===== src/rtl/sio_pkg.sv =====
// Shared types for the serial adapter: control byte layout, divide and
// transmit-control codes, and the decoded character format.
// Assumes eight-bit data and at most two stop bits.
package sio_pkg;

    localparam int DATA_W    = 8;
    localparam int FRAME_MAX = 1 + DATA_W + 1 + 2;

    typedef enum logic [1:0] {
        DIV_X1   = 2'd0,
        DIV_X16  = 2'd1,
        DIV_X64  = 2'd2,
        DIV_MRST = 2'd3
    } div_e;

    typedef enum logic [1:0] {
        TC_LO_QUIET = 2'd0,
        TC_LO_IRQ   = 2'd1,
        TC_HI_QUIET = 2'd2,
        TC_BREAK    = 2'd3
    } tctl_e;

    // Packed from bit 7 down to bit 0.
    typedef struct packed {
        logic       rx_ie;
        tctl_e      tctl;
        logic [2:0] fmt;
        div_e       div;
    } ctrl_t;

    typedef struct packed {
        logic d8;
        logic par_en;
        logic par_odd;
        logic two_stop;
    } fmt_t;

    // Turns the 3-bit format code into its frame properties.
    function automatic fmt_t fmt_decode(input logic [2:0] code);
        fmt_t f;
        case (code)
            3'd0: f = '{d8: 1'b0, par_en: 1'b1, par_odd: 1'b0, two_stop: 1'b1};
            3'd1: f = '{d8: 1'b0, par_en: 1'b1, par_odd: 1'b1, two_stop: 1'b1};
            3'd2: f = '{d8: 1'b0, par_en: 1'b1, par_odd: 1'b0, two_stop: 1'b0};
            3'd3: f = '{d8: 1'b0, par_en: 1'b1, par_odd: 1'b1, two_stop: 1'b0};
            3'd4: f = '{d8: 1'b1, par_en: 1'b0, par_odd: 1'b0, two_stop: 1'b1};
            3'd5: f = '{d8: 1'b1, par_en: 1'b0, par_odd: 1'b0, two_stop: 1'b0};
            3'd6: f = '{d8: 1'b1, par_en: 1'b1, par_odd: 1'b0, two_stop: 1'b0};
            default: f = '{d8: 1'b1, par_en: 1'b1, par_odd: 1'b1, two_stop: 1'b0};
        endcase
        return f;
    endfunction

endpackage


===== src/rtl/sio_ctrl.sv =====
// Control register and its decode.
// Holds the write-only control byte and turns it into the master-reset,
// break, RTS, interrupt-enable, format and bit-period controls.
// Assumes the three divide ratios are ascending and the largest fits CNT_W.
module sio_ctrl
    import sio_pkg::*;
#(
    parameter int P_X1  = 1,
    parameter int P_X16 = 16,
    parameter int P_X64 = 64,
    localparam int CNT_W = $clog2(P_X64 + 1)
) (
    input  logic             clk,
    input  logic             rst_n,
    input  logic             we,
    input  logic [7:0]       wdata,
    output logic             mrst,
    output logic             brk,
    output logic             rts,
    output logic             rx_ie,
    output logic             tx_ie,
    output fmt_t             fmt,
    output logic [CNT_W-1:0] bit_last,
    output logic [CNT_W-1:0] half_last,
    output logic             single
);

    ctrl_t q;

    // Control byte storage; reset parks the adapter in master reset.
    always_ff @(posedge clk) begin
        if (!rst_n) begin
            q <= ctrl_t'(8'h03);
        end else if (we) begin
            q <= ctrl_t'(wdata);
        end
    end

    // Field decode into individual controls.
    always_comb begin
        mrst  = (q.div == DIV_MRST);
        brk   = (q.tctl == TC_BREAK);
        rts   = (q.tctl == TC_HI_QUIET);
        tx_ie = (q.tctl == TC_LO_IRQ);
        rx_ie = q.rx_ie;
        fmt   = fmt_decode(q.fmt);
    end

    // Bit-period and half-period counter limits for the selected ratio.
    always_comb begin
        case (q.div)
            DIV_X1: begin
                bit_last  = CNT_W'(P_X1 - 1);
                half_last = CNT_W'((P_X1 > 1) ? (P_X1 / 2 - 1) : 0);
            end
            DIV_X16: begin
                bit_last  = CNT_W'(P_X16 - 1);
                half_last = CNT_W'(P_X16 / 2 - 1);
            end
            DIV_X64: begin
                bit_last  = CNT_W'(P_X64 - 1);
                half_last = CNT_W'(P_X64 / 2 - 1);
            end
            default: begin
                bit_last  = '0;
                half_last = '0;
            end
        endcase
        single = (bit_last == '0);
    end

    AST_RESET_PARKS: assert property (@(posedge clk) disable iff (!rst_n)
        $past(!rst_n) |-> mrst) else $error("AST_RESET_PARKS");

endmodule


===== src/rtl/sio_tx.sv =====
// Transmitter: one holding register feeding a frame shifter.
// The held byte is framed per the selected format and shifted out LSB
// first, one bit per bit period. Assumes bit_last is stable during a frame.
module sio_tx
    import sio_pkg::*;
#(
    parameter int CNT_W = 7
) (
    input  logic              clk,
    input  logic              rst_n,
    input  logic              mrst,
    input  logic              brk,
    input  fmt_t              fmt,
    input  logic [CNT_W-1:0]  bit_last,
    input  logic              we,
    input  logic [DATA_W-1:0] wdata,
    output logic              txd,
    output logic              tdre
);

    logic                 full;
    logic                 busy;
    logic                 load;
    logic                 par;
    logic [DATA_W-1:0]    hold;
    logic [FRAME_MAX-1:0] frame;
    logic [FRAME_MAX-1:0] sh;
    logic [3:0]           dlen;
    logic [3:0]           nbits;
    logic [3:0]           left;
    logic [CNT_W-1:0]     cnt;

    assign load = full && !busy;
    assign tdre = !full && !mrst;
    assign txd  = brk ? 1'b0 : (busy ? sh[0] : 1'b1);

    // Holding register: a write fills it, a shifter load empties it.
    always_ff @(posedge clk) begin
        if (!rst_n || mrst) begin
            full <= 1'b0;
            hold <= '0;
        end else if (we) begin
            full <= 1'b1;
            hold <= wdata;
        end else if (load) begin
            full <= 1'b0;
        end
    end

    // Frame assembly: start, data LSB first, optional parity, stop padding.
    always_comb begin
        dlen  = fmt.d8 ? 4'(DATA_W) : 4'(DATA_W - 1);
        par   = fmt.par_odd;
        frame = '1;
        frame[0] = 1'b0;
        for (int i = 0; i < DATA_W; i++) begin
            if (4'(i) < dlen) begin
                frame[1 + i] = hold[i];
                par = par ^ hold[i];
            end
        end
        if (fmt.par_en) begin
            frame[4'd1 + dlen] = par;
        end
        nbits = 4'd1 + dlen + (fmt.par_en ? 4'd1 : 4'd0) + (fmt.two_stop ? 4'd2 : 4'd1);
    end

    // Frame shifter: each bit is held for bit_last+1 cycles.
    always_ff @(posedge clk) begin
        if (!rst_n || mrst) begin
            busy <= 1'b0;
            sh   <= '1;
            left <= '0;
            cnt  <= '0;
        end else if (load) begin
            busy <= 1'b1;
            sh   <= frame;
            left <= nbits - 4'd1;
            cnt  <= bit_last;
        end else if (busy) begin
            if (cnt == '0) begin
                if (left == '0) begin
                    busy <= 1'b0;
                end else begin
                    sh   <= {1'b1, sh[FRAME_MAX-1:1]};
                    left <= left - 4'd1;
                    cnt  <= bit_last;
                end
            end else begin
                cnt <= cnt - 1'b1;
            end
        end
    end

    AST_WRITE_FILLS: assert property (@(posedge clk) disable iff (!rst_n)
        we && !mrst |=> !tdre) else $error("AST_WRITE_FILLS");
    AST_MRST_LINE_IDLE: assert property (@(posedge clk) disable iff (!rst_n)
        $past(mrst) && mrst && !brk |-> txd) else $error("AST_MRST_LINE_IDLE");

endmodule


===== src/rtl/sio_rx.sv =====
// Receiver: line synchroniser, start validation, mid-bit sampling and the
// receive data register with its full and error flags.
// Assumes the line holds each bit for a full period at the selected ratio.
module sio_rx
    import sio_pkg::*;
#(
    parameter int CNT_W = 7
) (
    input  logic              clk,
    input  logic              rst_n,
    input  logic              mrst,
    input  logic              d8,
    input  logic              par_en,
    input  logic              par_odd,
    input  logic [CNT_W-1:0]  bit_last,
    input  logic [CNT_W-1:0]  half_last,
    input  logic              single,
    input  logic              rxd,
    input  logic              rd,
    output logic              rdrf,
    output logic              fe,
    output logic              pe,
    output logic              ovrn,
    output logic [DATA_W-1:0] dreg
);

    typedef enum logic [1:0] {RX_IDLE, RX_START, RX_BITS, RX_STOP} rx_st_e;

    rx_st_e            st;
    logic              s1, s2;
    logic [CNT_W-1:0]  cnt;
    logic [3:0]        idx;
    logic [3:0]        nsamp;
    logic [DATA_W:0]   sh;
    logic [DATA_W-1:0] cap;
    logic              pbit;
    logic              pe_calc;
    logic              done;

    assign nsamp = (d8 ? 4'(DATA_W) : 4'(DATA_W - 1)) + (par_en ? 4'd1 : 4'd0);
    assign done  = (st == RX_STOP) && (cnt == '0);

    // Two-stage synchroniser on the serial input.
    always_ff @(posedge clk) begin
        if (!rst_n) begin
            s1 <= 1'b1;
            s2 <= 1'b1;
        end else begin
            s1 <= rxd;
            s2 <= s1;
        end
    end

    // Bit sequencer: detect, re-check start at mid-bit, then sample per period.
    always_ff @(posedge clk) begin
        if (!rst_n || mrst) begin
            st  <= RX_IDLE;
            cnt <= '0;
            idx <= '0;
            sh  <= '0;
        end else begin
            case (st)
                RX_IDLE: begin
                    idx <= '0;
                    if (!s2) begin
                        if (single) begin
                            st  <= RX_BITS;
                            cnt <= '0;
                        end else begin
                            st  <= RX_START;
                            cnt <= half_last;
                        end
                    end
                end
                RX_START: begin
                    if (cnt == '0) begin
                        st  <= s2 ? RX_IDLE : RX_BITS;
                        cnt <= bit_last;
                    end else begin
                        cnt <= cnt - 1'b1;
                    end
                end
                RX_BITS: begin
                    if (cnt == '0) begin
                        sh[idx] <= s2;
                        idx     <= idx + 4'd1;
                        cnt     <= bit_last;
                        if (idx == nsamp - 4'd1) begin
                            st <= RX_STOP;
                        end
                    end else begin
                        cnt <= cnt - 1'b1;
                    end
                end
                default: begin
                    if (cnt == '0) begin
                        st <= RX_IDLE;
                    end else begin
                        cnt <= cnt - 1'b1;
                    end
                end
            endcase
        end
    end

    // Character extraction and parity check from the sampled bits.
    always_comb begin
        cap     = d8 ? sh[DATA_W-1:0] : {1'b0, sh[DATA_W-2:0]};
        pbit    = d8 ? sh[DATA_W] : sh[DATA_W-1];
        pe_calc = par_en && ((^cap) ^ pbit ^ par_odd);
    end

    // Receive data register and status flags.
    always_ff @(posedge clk) begin
        if (!rst_n || mrst) begin
            rdrf <= 1'b0;
            fe   <= 1'b0;
            pe   <= 1'b0;
            ovrn <= 1'b0;
            dreg <= '0;
        end else if (done) begin
            if (rdrf && !rd) begin
                ovrn <= 1'b1;
            end else begin
                dreg <= cap;
                rdrf <= 1'b1;
                fe   <= !s2;
                pe   <= pe_calc;
                ovrn <= 1'b0;
            end
        end else if (rd) begin
            rdrf <= 1'b0;
            fe   <= 1'b0;
            pe   <= 1'b0;
            ovrn <= 1'b0;
        end
    end

    AST_READ_EMPTIES: assert property (@(posedge clk) disable iff (!rst_n)
        rd && !done |=> !rdrf) else $error("AST_READ_EMPTIES");
    AST_ERR_NEEDS_DATA: assert property (@(posedge clk) disable iff (!rst_n)
        (fe || pe || ovrn) |-> rdrf) else $error("AST_ERR_NEEDS_DATA");
    AST_OVERRUN_KEEPS: assert property (@(posedge clk) disable iff (!rst_n)
        done && rdrf && !rd && !mrst |=> ovrn && $stable(dreg)) else $error("AST_OVERRUN_KEEPS");

endmodule


===== src/rtl/sio_adapter.sv =====
// Serial adapter top: control decode, transmitter, receiver and status byte.
// Assumes one register strobe per cycle from the surrounding decoder.
module sio_adapter
    import sio_pkg::*;
#(
    parameter int P_X1  = 1,
    parameter int P_X16 = 16,
    parameter int P_X64 = 64
) (
    input  logic       clk,
    input  logic       rst_n,
    input  logic       ctrl_we,
    input  logic       txd_we,
    input  logic       rxd_rd,
    input  logic [7:0] wdata,
    output logic [7:0] status,
    output logic [7:0] rx_byte,
    input  logic       rx_line,
    output logic       tx_line,
    output logic       rts_out,
    input  logic       dcd_in,
    input  logic       cts_in,
    output logic       irq
);

    localparam int CNT_W = $clog2(P_X64 + 1);

    logic             mrst, brk, rx_ie, tx_ie, single;
    fmt_t             fmt;
    logic [CNT_W-1:0] bit_last, half_last;
    logic             tdre, rdrf, fe, pe, ovrn;

    sio_ctrl #(.P_X1(P_X1), .P_X16(P_X16), .P_X64(P_X64)) u_ctrl (
        .clk(clk), .rst_n(rst_n), .we(ctrl_we), .wdata(wdata),
        .mrst(mrst), .brk(brk), .rts(rts_out), .rx_ie(rx_ie), .tx_ie(tx_ie),
        .fmt(fmt), .bit_last(bit_last), .half_last(half_last), .single(single)
    );

    sio_tx #(.CNT_W(CNT_W)) u_tx (
        .clk(clk), .rst_n(rst_n), .mrst(mrst), .brk(brk), .fmt(fmt),
        .bit_last(bit_last), .we(txd_we), .wdata(wdata),
        .txd(tx_line), .tdre(tdre)
    );

    sio_rx #(.CNT_W(CNT_W)) u_rx (
        .clk(clk), .rst_n(rst_n), .mrst(mrst), .d8(fmt.d8), .par_en(fmt.par_en),
        .par_odd(fmt.par_odd), .bit_last(bit_last), .half_last(half_last),
        .single(single), .rxd(rx_line), .rd(rxd_rd),
        .rdrf(rdrf), .fe(fe), .pe(pe), .ovrn(ovrn), .dreg(rx_byte)
    );

    logic rdrf_v, fe_v, pe_v, ovrn_v;

    // Status assembly; receive flags read as zero while in master reset.
    always_comb begin
        rdrf_v = rdrf && !mrst;
        fe_v   = fe && !mrst;
        pe_v   = pe && !mrst;
        ovrn_v = ovrn && !mrst;
        irq    = (rx_ie && rdrf_v) || (tx_ie && tdre);
        status = {irq, pe_v, ovrn_v, fe_v, cts_in, dcd_in, tdre, rdrf_v};
    end

    AST_BREAK_FORCES_LOW: assert property (@(posedge clk) disable iff (!rst_n)
        ctrl_we && (wdata[6:5] == 2'b11) |=> !tx_line) else $error("AST_BREAK_FORCES_LOW");
    AST_MRST_CLEARS_FLAGS: assert property (@(posedge clk) disable iff (!rst_n)
        ctrl_we && (wdata[1:0] == 2'b11) |=> ((status & 8'hF3) == 8'h00)) else $error("AST_MRST_CLEARS_FLAGS");
    AST_IRQ_HAS_SOURCE: assert property (@(posedge clk) disable iff (!rst_n)
        irq |-> (status[0] || status[1])) else $error("AST_IRQ_HAS_SOURCE");

endmodule


===== config.mk =====
export PLATFORM = sky130hd
export DESIGN_NAME = sio_adapter
export DESIGN_NICKNAME = d
export VERILOG_FILES = /design/src/rtl/sio_pkg.sv /design/src/rtl/sio_ctrl.sv /design/src/rtl/sio_tx.sv /design/src/rtl/sio_rx.sv /design/src/rtl/sio_adapter.sv
export SDC_FILE = /design/constraint.sdc
export NUM_CORES = 1
export LEC_CHECK = 0
export ABC_AREA = 1
export BUFFER_PORTS_ARGS = -buffer_cell sky130_fd_sc_hd__buf_2
export CAP_MARGIN = 15
export CORE_MARGIN = 1
export CORE_UTILIZATION = 60
export DETAILED_ROUTE_END_ITERATION = 10
export PLACE_DENSITY = 0.87
export SLEW_MARGIN = 20
export SYNTH_ARGS = -nofsm -noshare
export SYNTH_HDL_FRONTEND = slang
export SYNTH_SLANG_ARGS = --single-unit

===== constraint.sdc =====
create_clock -name clk -period 3.05 [get_ports clk]
set_input_delay 0.61 -clock clk [delete_from_list [all_inputs] [get_ports clk]]
set_output_delay 0.61 -clock clk [all_outputs]
set_load 0.02 [all_outputs]

### Word-level counts from Yosys, hierarchy flattened

Cells that the tools add are included.

| word-level totals | value |
|---|---|
| register bits after elaboration | 77 |
| latch bits | 0 |
| bits in writable memories | 0 |
| ROM bits | 0 |
| output and inout bits | 19 |
| memories | 0 |

| cells by class | value |
|---|---|
| add/subtract/negate cells | 10 |
| $mul | 0 |
| div/mod/pow operators | 0 |
| magnitude comparators | 12 |
| equality and inequality tests | 24 |
| shift-type cells | 0 |
| muxes and demuxes | 75 |
| bitwise gates (word level) | 11 |
| reductions and logical operators | 43 |

Operators with widths:

| operator | count |
|---|---|
| 2-to-1 mux 12 bit | 5 |
| 2-to-1 mux 7 bit | 7 |
| 2-to-1 mux 1 bit | 37 |
| one-hot mux 4 bit (7 select lines) | 1 |
| 2-to-1 mux 4 bit | 6 |
| zero test 7 bit | 3 |
| < comparator 3 x 4 -> 1 bit (first input constant) | 4 |
| 2-to-1 mux 2 bit | 8 |
| one-hot mux 7 bit (2 select lines) | 1 |
| subtractor 7 x 1 -> 7 bit (second input constant) | 2 |
| logical AND 1 bit | 13 |
| bitwise mux 12 bit | 1 |
| == test 2 bit (second input constant) | 6 |
| one-hot mux 6 bit (2 select lines) | 1 |
| AND reduction 2 bit | 6 |
| nonzero test 2 bit | 6 |
| subtractor 4 x 1 -> 4 bit (second input constant) | 3 |
| < comparator 4 x 5 -> 1 bit (second input constant) | 2 |
| one-hot mux 5 bit (2 select lines) | 1 |
| bitwise XOR 1 bit | 10 |
| bitwise mux 9 bit | 1 |
| == test 3 bit (second input constant) | 3 |
| adder 4 bit | 2 |
| demux 1 bit (select 4 bit) | 2 |
| 28 further kinds | 44 |

### Longest topological paths before layout

| depth | value |
|---|---|
| depth in word-level cells | 22 |
| gate-level depth with buffers | 14 |
| depth with buffers taken out | 14 |

### Cells and area by module

Synthesis repeated with hierarchy kept, for this count alone.

| second synthesis, totals | value |
|---|---|
| cells, all modules | 699 |
| area total of the unflattened synthesis | 4668.2 sq um |

Modules (own cells, without submodules):

| module | instances | cells each | area each (sq um) | seq. area each (sq um) |
|---|---|---|---|---|
| sio_rx | 1 | 315 | 2198.4 | 720.7 |
| sio_tx | 1 | 289 | 1865.5 | 620.6 |
| sio_ctrl | 1 | 75 | 490.5 | 160.2 |
| sio_adapter | 1 | 20 | 113.9 | 0.0 |

### Worst setup path after synthesis

No wires, ideal clock.

| timing | value |
|---|---|
| path kind | reg2out |
| from | register u_ctrl.q[1] (netlist name) |
| to | output port status[7] |
| arrival time | 1173 ps |
| required time | 2440 ps |
| slack | 1267 ps |
| cell stages (with the launch flop) | 5 |
| buffers on the path | 1 |
| cell sequence | dfxtp_1 ha_1 nor2_1 a32o_1 buf_4 |

| on the way | value |
|---|---|
| longest elaborated chain between the ends | 5 |

Ends and longest elaborated chain:

| element | line | text |
|---|---|---|
| start: declaration | sio_ctrl.sv:28 | `ctrl_t q;` |
| start signal: assignment | sio_ctrl.sv:33 | `q <= ctrl_t'(8'h03);` |
| start signal: assignment | sio_ctrl.sv:35 | `q <= ctrl_t'(wdata);` |
| == test 2 bit | sio_ctrl.sv:41 | `mrst = (q.div == DIV_MRST);` |
| zero test 1 bit | sio_tx.sv:34 | `assign tdre = !full && !mrst;` |
| logical AND 1 bit | sio_tx.sv:34 |  |
| via tdre | sio_adapter.sv:31 | `logic tdre, rdrf, fe, pe, ovrn;` |
| logical AND 1 bit | sio_adapter.sv:60 | `irq = (rx_ie && rdrf_v) \|\| (tx_ie && tdre);` |
| logical OR 1 bit | sio_adapter.sv:60 |  |
| end: declaration | sio_adapter.sv:16 | `output logic [7:0] status,` |

The timed path passes the listed nets, and every way through them passes these cells.

### Final worst setup path

| timing | value |
|---|---|
| from | register u_ctrl.q[1] (netlist name) |
| to | output port irq |

| on the way | value |
|---|---|
| longest elaborated chain between the ends | 5 |

Ends and longest elaborated chain:

| element | line | text |
|---|---|---|
| == test 2 bit (*) | sio_ctrl.sv:41 |  |
| zero test 1 bit (*) | sio_tx.sv:34, sio_adapter.sv:56 |  |
| logical AND 1 bit, on equally long branches | sio_adapter.sv:56, sio_tx.sv:34 |  |
| logical AND 1 bit | sio_adapter.sv:60 |  |
| logical OR 1 bit (*) | sio_adapter.sv:60 |  |
| end: declaration | sio_adapter.sv:23 | `output logic irq` |

Every way passes the cells marked *; elsewhere a longest branch is shown, timed or not.

==> summary.txt <==
Layout
  – Register area: 1500 µm²
  – Area of the multi-input gates: 2160 µm²
  – # diodes: 0
  – Layout Area Growth over Synthesis: 7.50%
  – Fillcell total: 543
  – Commonest non-fill, non-tap cell in the layout: nand2_1
  – Most frequent cells in the layout: nand2_1 (127), inv_1 (77), dfxtp_1 (75)
  – Fin nets: 635
  – Ratio of cells with drive above 1 in the final layout: 0.118

Placement
  – Detailed Place HPWL: 6640 µm
  – Buffers added on ports: 30
  – Final Wtd Congestion: 0.876

Routing
  – Routed length per placed instance: 13.5 µm
  – Pre-antenna DRT Iters: 10
  – Post-DRT Antenna Nets: 0
  – Via-to-Cell Ratio: 5.62
  – Vias: 3827
  – DRC Markers: 4
  – Total length of routed wires: 9210 µm
  – First DRT Iteration DRCs: 274

Die
  – Die Y: 84.7 µm
  – I/O pin total: 35
  – Initial core utilization: 0.632
  – CORE AREA: 6490 µm²
  – Row cnt: 29
  – Die Wd: 84.7 µm
  – DIE AREA: 7180 µm²

Clock network
  – Clk Latency, worst-skew pair: 0.35 ns
  – Clock buffer count from CTS: 9
  – Post-CTS sizing: 0
  – CTS Hold Buffers Added: 0
  – Root Driver: clkbuf_8
  – CTS tree: built
  – Max H-tree Level: 3
  – Postcts setup bufs: 0
  – Clock slew at reported path FFs: 0.08 ns
  – Clock buffer depth: 2
  – Clock sink count: 75

Yosys
  – Post-synthesis xor/xnor area fraction: 0.0320
  – Synthesized area per cell: 7.08 µm²
  – Synth Cell Area: 4110 µm²
  – Sequential fraction of the synthesis area: 0.366
  – Adder-cell share of the synthesized area: 0.0567
  – Post-Synth Simple-Gate Area: 0.284
  – Syn nets: 614
  – Yosys top cell by area: dfxtp_1
  – Top cell type's share of synthesized area: 0.366
  – Mux cell area share after synthesis: 0
  – Largest family of logic cells by synthesized area: simple AND/OR/NAND/NOR gates
  – Yosys warns: 0
  – Yosys reg bits: 75
  – Ranking of synthesized cells by area: dfxtp_1 (37%), nand2_1 (12%), inv_1 (7.0%), a21oi_1 (6.5%), nand3_1 (5.4%)
  – Compound-Gate Fraction of Synth Area: 0.154
  – Syn Inst Count: 580
  – Synth cell types: 41

Global route
  – Total gr overflow: 0
  – All-layer global routing usage: 0.267
  – Initial antenna violation count: 0
  – Vias in the first global route: 3387
  – Pin count of the biggest net entering global routing: 41
  – Global-route wire length before repair: 15200 µm

Power
  – PD cells: 460 nW/µm²
  – Combinational power share: 0.135
  – Reg power frac: 0.505
  – VDD IR-drop max: 0.259 mV
  – Sw Ratio: 0.281
  – Clock power share: 0.360
  – Net Switching: 570 µW
  – Pleak: 0.00195 µW
  – P_int: 1460 µW

STA
  – RSZ-0062 raised after global routing: false
  – Clock skew: 0.0100 ns
  – Final min period: 2.22 ns
  – Maximum clock frequency: 0.451 GHz
  – Hold slack: 0.424 ns
  – Hold Vio Cnt, Final: 0
  – TNS Setup: 0 ns
  – Finish-stage setup viols: 0
  – Final Max Slew Viols: 0
  – Slew @ Worst Pin: 0.448 ns
  – Final Cycle Share: 0.727
  – Relative slew slack: 0.701

Critical path
  – Worst-path fanout max: 6
  – Req. time, crit path: 2.44 ns
  – Kind of critical path: reg -> out
  – Worst setup EP type: output port
  – CP Launch Type: flop
  – Worst path arrival time: 1.61 ns

Status
  – Status: finished, violations left
  – Failing checks: design-rule violations

Job
  – Max Cap Viol: 0

Worst hold path
  – Path type of the worst min-delay path: reg -> reg
==> cell type report <==
cell class,instances,area share
clock buffers,9,0.0281
clock inverters,5,0.0128
inverters,82,0.0697
multi-input cells,401,0.490
flip-flops and latches,75,0.340
well taps,77,0.0218
repair buffers,32,0.0374
==> worst max-delay path, stage by stage, from the launching register on <==
cell and delay (ns):
dfxtp_1 0.38, ha_1 0.36, nor2_1 0.11, a32o_1 0.24, buf_2 0.16
==> metal layers <==
| layer | global-route usage | part of all wire |
|---|---|---|
| met3 | 0.0541 | 0.058 |
| met2 | 0.431 | 0.48 |
| met5 | 0 | 0 |
| met4 | 0.119 | 0.025 |
| met1 | 0.347 | 0.44 |
==> through the flow <==
step / util / cells / total power [µW] / setup WS (ns) / area (µm²)
5_1_grt: 0.680 / 681 / 2110 / 0.708 / 4410
4_1_cts: 0.680 / 681 / 2030 / 0.813 / 4410
3_3_place_gp: 0.652 / 667 / 1310 / 1.14 / 4230
3_5_place_dp: 0.652 / 667 / 1320 / 1.06 / 4230
2_1_floorplan: - / 580 / 1260 / 1.27 / 4110
6_report: 0.680 / 681 / 2030 / 0.831 / 4410
==> state kept, by name, summed over array words and instances (netlist names) <==
name,cells
u_rx.fe,1
u_rx.st,2
u_rx.s2,1
u_rx.idx,4
u_tx.hold,8
u_rx.dreg,8
u_rx.s1,1
u_tx.busy,1
u_rx.pe,1
u_tx.sh,10
u_rx.sh,9
u_ctrl.q,7
u_tx.left,4
u_rx.rdrf,1
u_tx.cnt,7
u_tx.full,1
u_rx.cnt,7
u_rx.ovrn,1
u_ctrl.rx_ie,1
==> power by group through the flow <==
stage / logic (µW) / registers, µW / clock network (µW)
after CTS: 271 / 1020 / 738
after global routing: 308 / 1030 / 774
after floorplan: 218 / 1040 / 0
after detailed placement: 269 / 1050 / 0
final: 275 / 1020 / 729
after global placement: 262 / 1050 / 0
==> worst paths after layout <==
check                                              start                 endpoint  slack, ns  cells past startpoint
worst max-delay path            u_ctrl.q[1]$_SDFFE_PN1P_                      irq       0.83                      4
worst min-delay path                  u_rx.s1$_SDFF_PN1_       u_rx.s2$_SDFF_PN1_       0.42                      1
worst max register to register  u_ctrl.q[4]$_SDFFE_PN0P_  u_rx.st[0]$_SDFFE_PP0P_       1.02                     12
worst min register to register        u_rx.s1$_SDFF_PN1_       u_rx.s2$_SDFF_PN1_       0.42                      1
==> logic make-up (layout without fill, tap and decap cells) <==
kind of cell | Yosys count | in the layout
AO/OA/AOI/OAI | 114 | 114
XOR/XNOR | 15 | 15
AND/OR/NAND/NOR | 254 | 254
flip-flops | 75 | 75
adder cells (fa/ha/maj) | 18 | 18
buffers and inverters | 104 | 128
==> cells in the mapped netlist, drive strengths merged <==
cell type  instances
a21oi             54
or2                3
a32o               1
nor3b              1
and3               1
o221ai             1
nor3               4
inv               80
ha                17
a211oi             1
clkinv             2
o2111ai            8
nand2            133
nor2              59
nand3             46
fa                 1
dfxtp             75
nand4              7
o211ai             1
o21ai             47
xor2               9
xnor2              6
clkbuf             9
buf               13
o32ai              1
Power figures use the tool's default switching activity.
